[src/rtl/lsw_pkg.sv]
package lsw_pkg;
    localparam int NUM_LIM = 2;
    localparam int STW     = 16;

    // status word bit positions
    localparam int ST_TOG   = 15;
    localparam int ST_IERR  = 14;
    localparam int ST_SERR  = 13;
    localparam int ST_ERR   = 6;
    localparam int ST_LIMHI = 3;   // limit k lands on ST_LIMHI - k
    localparam int ST_OVR   = 1;
    localparam int ST_UND   = 0;

    typedef struct packed {
        logic ge;
        logic le;
    } lim_hit_t;

    typedef struct packed {
        logic ovr;
        logic und;
        logic ierr;
        logic serr;
    } flags_t;
endpackage

[src/rtl/lsw_limit_acc.sv]
module lsw_limit_acc
    import lsw_pkg::*;
#(
    parameter int SMP_W = 16
) (
    input  logic             clk,
    input  logic             rst_n,
    input  logic             smp_valid,
    input  logic [SMP_W-1:0] smp_data,
    input  logic             blk_start,
    input  logic [SMP_W-1:0] lim,
    output lim_hit_t         merged
);
    lim_hit_t acc_d, acc_q;
    lim_hit_t base, hit;

    always_comb begin
        base   = blk_start ? '0 : acc_q;
        hit.le = smp_valid && ($signed(smp_data) <= $signed(lim));
        hit.ge = smp_valid && ($signed(smp_data) >= $signed(lim));
        acc_d.le = base.le | hit.le;
        acc_d.ge = base.ge | hit.ge;
        merged   = acc_d;
    end

    always_ff @(posedge clk) begin
        if (!rst_n) acc_q <= '0;
        else        acc_q <= acc_d;
    end
endmodule

[src/rtl/lsw_flag_acc.sv]
module lsw_flag_acc
    import lsw_pkg::*;
#(
    parameter int SMP_W = 16
) (
    input  logic             clk,
    input  logic             rst_n,
    input  logic             smp_valid,
    input  logic [SMP_W-1:0] smp_data,
    input  logic             blk_start,
    input  logic             int_err,
    input  logic             sync_err,
    output flags_t           merged
);
    localparam logic [SMP_W-1:0] POS_SAT = {1'b0, {(SMP_W-1){1'b1}}};
    localparam logic [SMP_W-1:0] NEG_SAT = {1'b1, {(SMP_W-1){1'b0}}};

    flags_t acc_d, acc_q, base;

    always_comb begin
        base       = blk_start ? '0 : acc_q;
        acc_d.ovr  = base.ovr  | (smp_valid && (smp_data == POS_SAT));
        acc_d.und  = base.und  | (smp_valid && (smp_data == NEG_SAT));
        acc_d.ierr = base.ierr | int_err;
        acc_d.serr = base.serr | sync_err;
        merged     = acc_d;
    end

    always_ff @(posedge clk) begin
        if (!rst_n) acc_q <= '0;
        else        acc_q <= acc_d;
    end
endmodule

[src/rtl/lsw_publish.sv]
module lsw_publish
    import lsw_pkg::*;
(
    input  logic                          clk,
    input  logic                          rst_n,
    input  logic                          blk_end,
    input  logic                          mon_en,
    input  lim_hit_t [NUM_LIM-1:0]        hits,
    input  flags_t                        flags,
    output logic     [NUM_LIM-1:0][1:0]   codes,
    output logic     [STW-1:0]            status
);
    typedef struct packed {
        logic [NUM_LIM-1:0][1:0] code;
        logic [STW-1:0]          stw;
    } pub_t;

    pub_t pub_d, pub_q;

    always_comb begin
        pub_d = pub_q;
        if (blk_end) begin
            pub_d.stw = '0;
            for (int k = 0; k < NUM_LIM; k++) begin
                pub_d.code[k] = mon_en ? {hits[k].ge, hits[k].le} : 2'b00;
                pub_d.stw[ST_LIMHI-k] = |pub_d.code[k];
            end
            pub_d.stw[ST_TOG]  = ~pub_q.stw[ST_TOG];
            pub_d.stw[ST_IERR] = flags.ierr;
            pub_d.stw[ST_SERR] = flags.serr;
            pub_d.stw[ST_ERR]  = flags.ovr | flags.und;
            pub_d.stw[ST_OVR]  = flags.ovr;
            pub_d.stw[ST_UND]  = flags.und;
        end
    end

    always_ff @(posedge clk) begin
        if (!rst_n) pub_q <= '0;
        else        pub_q <= pub_d;
    end

    assign codes  = pub_q.code;
    assign status = pub_q.stw;
endmodule

[src/rtl/lim_status_word.sv]
module lim_status_word
    import lsw_pkg::*;
#(
    parameter int SMP_W = 16
) (
    input  logic             clk,
    input  logic             rst_n,
    input  logic             smp_valid,
    input  logic [SMP_W-1:0] smp_data,
    input  logic             blk_start,
    input  logic             blk_end,
    input  logic [SMP_W-1:0] lim_a,
    input  logic [SMP_W-1:0] lim_b,
    input  logic             mon_en,
    input  logic             int_err,
    input  logic             sync_err,
    output logic [1:0]       code_a,
    output logic [1:0]       code_b,
    output logic [15:0]      status_word
);
    logic     [NUM_LIM-1:0][SMP_W-1:0] lims;
    lim_hit_t [NUM_LIM-1:0]            hits;
    flags_t                            flags;
    logic     [NUM_LIM-1:0][1:0]       codes;

    assign lims = {lim_b, lim_a};

    for (genvar g = 0; g < NUM_LIM; g++) begin : g_lim
        lsw_limit_acc #(.SMP_W(SMP_W)) u_acc (
            .clk       (clk),
            .rst_n     (rst_n),
            .smp_valid (smp_valid),
            .smp_data  (smp_data),
            .blk_start (blk_start),
            .lim       (lims[g]),
            .merged    (hits[g])
        );
    end

    lsw_flag_acc #(.SMP_W(SMP_W)) u_flags (
        .clk       (clk),
        .rst_n     (rst_n),
        .smp_valid (smp_valid),
        .smp_data  (smp_data),
        .blk_start (blk_start),
        .int_err   (int_err),
        .sync_err  (sync_err),
        .merged    (flags)
    );

    lsw_publish u_pub (
        .clk     (clk),
        .rst_n   (rst_n),
        .blk_end (blk_end),
        .mon_en  (mon_en),
        .hits    (hits),
        .flags   (flags),
        .codes   (codes),
        .status  (status_word)
    );

    assign code_a = codes[0];
    assign code_b = codes[1];
endmodule

[config.mk]
export PLATFORM = sky130hd
export DESIGN_NAME = lim_status_word
export DESIGN_NICKNAME = d
export VERILOG_FILES = /design/src/rtl/lsw_pkg.sv /design/src/rtl/lsw_limit_acc.sv /design/src/rtl/lsw_flag_acc.sv /design/src/rtl/lsw_publish.sv /design/src/rtl/lim_status_word.sv
export SDC_FILE = /design/constraint.sdc
export NUM_CORES = 1
export LEC_CHECK = 0
export ABC_AREA = 0
export BUFFER_PORTS_ARGS = -buffer_cell sky130_fd_sc_hd__buf_2
export CAP_MARGIN = 0
export CORE_ASPECT_RATIO = 0.7
export CORE_MARGIN = 2
export CORE_UTILIZATION = 45
export CTS_CLUSTER_SIZE = 25
export DETAILED_ROUTE_END_ITERATION = 8
export PLACE_DENSITY = 0.76
export SETUP_SLACK_MARGIN = 0.2
export SLEW_MARGIN = 20
export SYNTH_ARGS = -nofsm -noshare
export SYNTH_HDL_FRONTEND = slang
export SYNTH_SLANG_ARGS = --single-unit
[constraint.sdc]
create_clock -name clk -period 5.07 [get_ports clk]
set_input_delay 0.7605 -clock clk [delete_from_list [all_inputs] [get_ports clk]]
set_output_delay 0.7605 -clock clk [all_outputs]
set_load 0.03 [all_outputs]
* Word-level counts from Yosys, hierarchy flattened *
Cells that the tools add are included.

storage, ports and cells
  register bits = 20
  output and inout port bits = 20
  word-level logic and storage cells = 40

operators by class
  order comparisons = 4
  equal/unequal tests = 2
  muxes and demuxes = 5
  bitwise logic cells = 10
  reductions and logical operators = 8

operator list
  operator                                                                  count
  16-bit >= comparator                                                      2
  16-bit less-or-equal comparator                                           2
  16-bit by 15-bit equality test with 1-bit output (second input constant)  1
  16-bit equality test (second input constant)                              1
  1-bit OR                                                                  9
  2-bit 2-to-1 mux                                                          4
  1-bit logical AND                                                         6
  4-bit 2-to-1 mux                                                          1
  2-bit OR reduction                                                        2
  1-bit inverter                                                            1

* Logic depth before layout (Yosys ltp) *
  depth in word-level cells = 5
  gate-level depth with buffers = 8
  mapped depth without buffers = 8

* Cells and area by module *
A second synthesis with hierarchy kept.

second synthesis, totals
  cells, all modules = 232
  area total of the unflattened synthesis = 1934.4 um2

modules (own cells, without submodules)
  module         times used  cells each  area an instance (um2)  sequential area each (um2)
  lsw_limit_acc  2           73          558.0                   40.0
  lsw_publish    1           55          550.5                   240.2
  lsw_flag_acc   1           31          267.8                   80.1

* Worst setup path before layout *
OpenSTA, ideal clock, no wires.

  path type = input-to-reg
  start point = input lim_b[15]
  end point = register u_pub.pub_q (netlist bit u_pub.status[2])
  setup time = 115 ps
  data arrival time = 2053 ps
  required time = 4955 ps
  setup slack = 2902 ps
  cell stages on the path = 8
  path buffers = 0
  path through = inv_1 -> ha_1 -> nand4_2 -> nor3_1 -> a211oi_2 -> a221oi_2 -> o21ai_1 -> o21a_1

between the ends
  cells in the longest elaborated chain, start to end = 5

ends and longest elaborated chain
  what                                                                     line                                      text
  from (decl)                                                              lim_status_word.sv:13                     input logic [SMP_W-1:0] lim_b,
  16-bit less-or-equal comparator or 16-bit >= comparator (tied branches)  lsw_limit_acc.sv:19, lsw_limit_acc.sv:20
  1-bit logical AND, on equally long branches                              lsw_limit_acc.sv:19, lsw_limit_acc.sv:20
  1-bit OR, on equally long branches                                       lsw_limit_acc.sv:21, lsw_limit_acc.sv:22
  2-bit 2-to-1 mux (*)                                                     lsw_publish.sv:25                         pub_d.code[k] = mon_en ? {hits[k].ge, hits[k].le} : 2'b00;
  2-bit OR reduction (*)                                                   lsw_publish.sv:26                         pub_d.stw[ST_LIMHI-k] = |pub_d.code[k];
  to (signal assigned)                                                     lsw_publish.sv:39                         else pub_q <= pub_d;
  to (decl)                                                                lsw_publish.sv:18                         pub_t pub_d, pub_q;

Mark *: on every way between the ends. The rest lies on a longest branch, timed or not.
A chain may end at the register's enable or synchronous reset.

* Final worst setup path *
  start point = input smp_data[14]
  end point = register u_pub.pub_q (netlist bit u_pub.status[2])

between the ends
  cells in the longest elaborated chain, start to end = 5

ends and longest elaborated chain
  what                                                                     line                                      text
  from (decl)                                                              lim_status_word.sv:9                      input logic [SMP_W-1:0] smp_data,
  16-bit less-or-equal comparator or 16-bit >= comparator (tied branches)  lsw_limit_acc.sv:19, lsw_limit_acc.sv:20
  1-bit logical AND, on equally long branches                              lsw_limit_acc.sv:19, lsw_limit_acc.sv:20
  1-bit OR, on equally long branches                                       lsw_limit_acc.sv:21, lsw_limit_acc.sv:22
  2-bit 2-to-1 mux (*)                                                     lsw_publish.sv:25
  2-bit OR reduction (*)                                                   lsw_publish.sv:26

Marked as above.

==> flow_summary_export.csv <==
group,metric,value,unit
critical_path,r2r_slack,3.99,ns
critical_path,crit_path_start_kind,"primary input",
cells_and_area,nets,391,
drt,drc,0,
grt,track_usage,0.2069,
drt,wl_per_cell,12.84,um
power,sw_frac_of_total,0.3084,
drt,dr.pass1.iters,4,
grt,grt_overflow,0,
power,power_density,212.4,nW/um2
floorplanning,dieArea,4623,um2
critical_path,crit_end,"u_pub.status[2]$_SDFFE_PN0P_",
sta,fin_worst_skew,0.003219,ns
synthesis,yosys_warnings,0,
place,port_buffers,67,
sta,grt_setup_unrepaired,"no",
grt,antenna_found_initial,0,
synthesis,synth_cells,236,
power,seqPwrFrac,0.353,
power,totalPowerFinal,0.0004802,W
cells_and_area,antenna_cells,0,
critical_path,worst_path_most_repeated_cell,"o21ai_1",
synthesis,synth_top_flop_cell,"dfxtp_1",
critical_path,crit_fanout,4,
synthesis,async_reset_ff_frac,0,
cells_and_area,drive_gt1_frac,0.2616,
sta,period_share,0.4439,
synthesis,syn_area,1839,um2
power,irDropWorstVdd,191.3,uV
sta,fin_ws,2.819,ns
place,dp_slack,2.567,ns
drt,vias,1825,
clocking,root_buffer,"clkbuf_8",
synthesis,synth.distinct_cells,35,
critical_path,critPathKind,"in -> reg",
clocking,numCtsBuffers,3,
drt,routed_via_density,5.155,
critical_path,r2r-end,"u_pub.status[2]$_SDFFE_PN0P_",
critical_path,ff2ff_path_depth,4,
critical_path,critPathSlowestCell,"ha_1",
sta,fin_crit,2.251,ns
floorplanning,row_count,19,
clocking,cts_hold_buf,0,
cells_and_area,fill_cells,380,
place,hpwl,3.891,mm
critical_path,cp_cell_sequence,"buf_2 -> ha_1 -> nand4_2 -> nor3_1 -> o21ai_1 -> a221oi_2 -> o21ai_1 -> o21a_1",
cells_and_area,area_delta_synth_final,22.93,%
critical_path,worstPathArrival,2.41,ns
critical_path,crit_start,"smp_data[14]",
cells_and_area,post-route-util,0.5764,
synthesis,synth_edf_count,0,
place,place_congestion,0.8419,
grt,grt_max_degree,19,
drt,ant_nets,0,
clocking,cts_sinks,20,
clocking,cts_setup_buffers,0,
sta,hold_viol_final,0,
clocking,cts_buffer_depth,2,
clocking,cts_resized,0,
floorplanning,io_pins,76,
power,power_frac_comb,0.317,
clocking,path_clk_slew,0.08,ns
clocking,cts_tree,"done",
drt,drt_iter0_markers,70,
critical_path,worst_ep_required_time,5.23,ns
synthesis,ys_seq_area_frac,0.2177,
run_status,status,"completed",
cells_and_area,final_cell_mix,"67 x buf_2, 37 x inv_1, 32 x ha_1",
floorplanning,die_y,57.49,um
power,power_frac_clock,0.330,
power,switchingPower,0.0001481,W
power,cellLeakagePower,1.220,nW
sta,fmax,0.4443,GHz
cells_and_area,final_common_cell,"buf_2",
power,internal_power,0.0003321,W
synthesis,synth_area_per_cell,7.793,um2
hold_path,hp-class,"reg -> reg",
synthesis,ys_seq_elements,20,
sta,finalSetupViolations,0,
critical_path,r2r_start,"u_pub.status[2]$_SDFFE_PN0P_",
floorplanning,die_width,80.41,um
drt,drt_wl_total,4.547,mm
critical_path,cp-end-kind,"flop",
flow_run,maxCapViolations,0,
floorplanning,start_util,0.4689,
grt,grt_pass1_wl,7.624,mm
floorplanning,core-area,3923,um2
sta,final.setup.tns,0,ns
clocking,clk_latency,0.26,ns
grt,grt_pass1_vias,1750,
critical_path,slowest_delay,0.34,ns
sta,slew_violations,0,
clocking,htreeDepth,1,
[cells in the mapped netlist, drive strengths merged, types with 3 or more instances]
master	instances	area, um2
a211oi	7	62.56
nand3	3	15.01
inv	37	138.9
o21a	4	30.03
nand4	8	62.56
nor2b	7	43.79
nor4	4	25.02
ha	32	400.4
a21oi	19	95.09
o21ai	7	35.03
nand2	22	82.58
clkbuf	3	11.26
nor3	5	25.02
nand2b	6	37.54
buf	9	65.06
dfxtp	20	400.4
nor2	14	52.55
a21o	8	60.06
[worst min-delay path by stage]
stage / startpoint / endpoint / slack, ns / cells after the start
finish: u_pub.status[13]$_SDFFE_PN0P_ / u_pub.status[13]$_SDFFE_PN0P_ / 0.48 / 2
global placement: u_flags.acc_q[1]$_SDFF_PN0_ / u_flags.acc_q[1]$_SDFF_PN0_ / 0.46 / 2
detailed placement: u_flags.acc_q[1]$_SDFF_PN0_ / u_flags.acc_q[1]$_SDFF_PN0_ / 0.47 / 2
global route: u_pub.status[14]$_SDFFE_PN0P_ / u_pub.status[14]$_SDFFE_PN0P_ / 0.50 / 2
floorplan: u_flags.acc_q[0]$_SDFF_PN0_ / u_flags.acc_q[0]$_SDFF_PN0_ / 0.45 / 2
CTS: u_pub.status[13]$_SDFFE_PN0P_ / u_pub.status[13]$_SDFFE_PN0P_ / 0.49 / 2
[flip-flops by register name (all words and copies together) (netlist names)]
register,flops
u_pub.status,8
g_lim.u_acc.acc_q,4
u_flags.acc_q,4
u_pub.codes,4
[critical path, delay by kind of cell]
family,cells,cell delay (ns)
compound gates,4,0.71
fa+ha+maj,1,0.34
buf+inv,1,0.14
simple gates,2,0.46
[per-stage QoR]
stage	hold WS (ns)	cell area, um2	cells
finish	0.4812	2261	354
floorplan	0.4483	1866	243
detailed placement	0.4723	2190	350
CTS	0.4864	2261	354
global route	0.5050	2261	354
global placement	0.4598	2190	350
[layer usage]
| layer | wire, um | vias to the layer above | track usage |
|---|---|---|---|
| li1 | - | 937 | - |
| met1 | 2231 | 823 | 0.2897 |
| met2 | 1986 | 63 | 0.3476 |
| met3 | 320 | 2 | 0.03956 |
| met4 | 8 | 0 | 0.01453 |
| met5 | 0 | - | 0 |
[area by class of cell]
cell class | instances | area [um2] | area share
Inverter | 37 | 138.9 | 0.06143
Sequential cell | 20 | 400.4 | 0.1771
Clock buffer | 3 | 41.29 | 0.01826
Clock inverter | 1 | 30.03 | 0.01328
Timing Repair Buffer | 67 | 335.3 | 0.1483
Multi-Input combinational cell | 174 | 1250 | 0.5529
Tap cell | 52 | 65.06 | 0.02878
[power groups by stage]
stage	registers, W	logic [W]	clock network (W)
floorplan	0.000182	0.0000944	0
global placement	0.000173	0.000148	0
detailed placement	0.000173	0.000151	0
CTS	0.000169	0.000152	0.000160
global route	0.000170	0.000171	0.000164
finish	0.000169	0.000152	0.000159
[logic make-up (layout without fill, tap and decap cells)]
| kind of cell | Yosys count | in the layout | share of synthesized area |
|---|---|---|---|
| multiplexers | 1 | 1 | 0.005442 |
| AND/OR/NAND/NOR | 74 | 74 | 0.2088 |
| adder cells (fa/ha/maj) | 32 | 32 | 0.2177 |
| buffers and inverters | 49 | 108 | 0.1170 |
| AO/OA/AOI/OAI | 58 | 58 | 0.2265 |
| XOR/XNOR | 1 | 1 | 0.004763 |
| flip-flops | 20 | 20 | 0.2177 |
| other | 1 | 8 | 0.002039 |
Power figures use the tool's default switching activity.
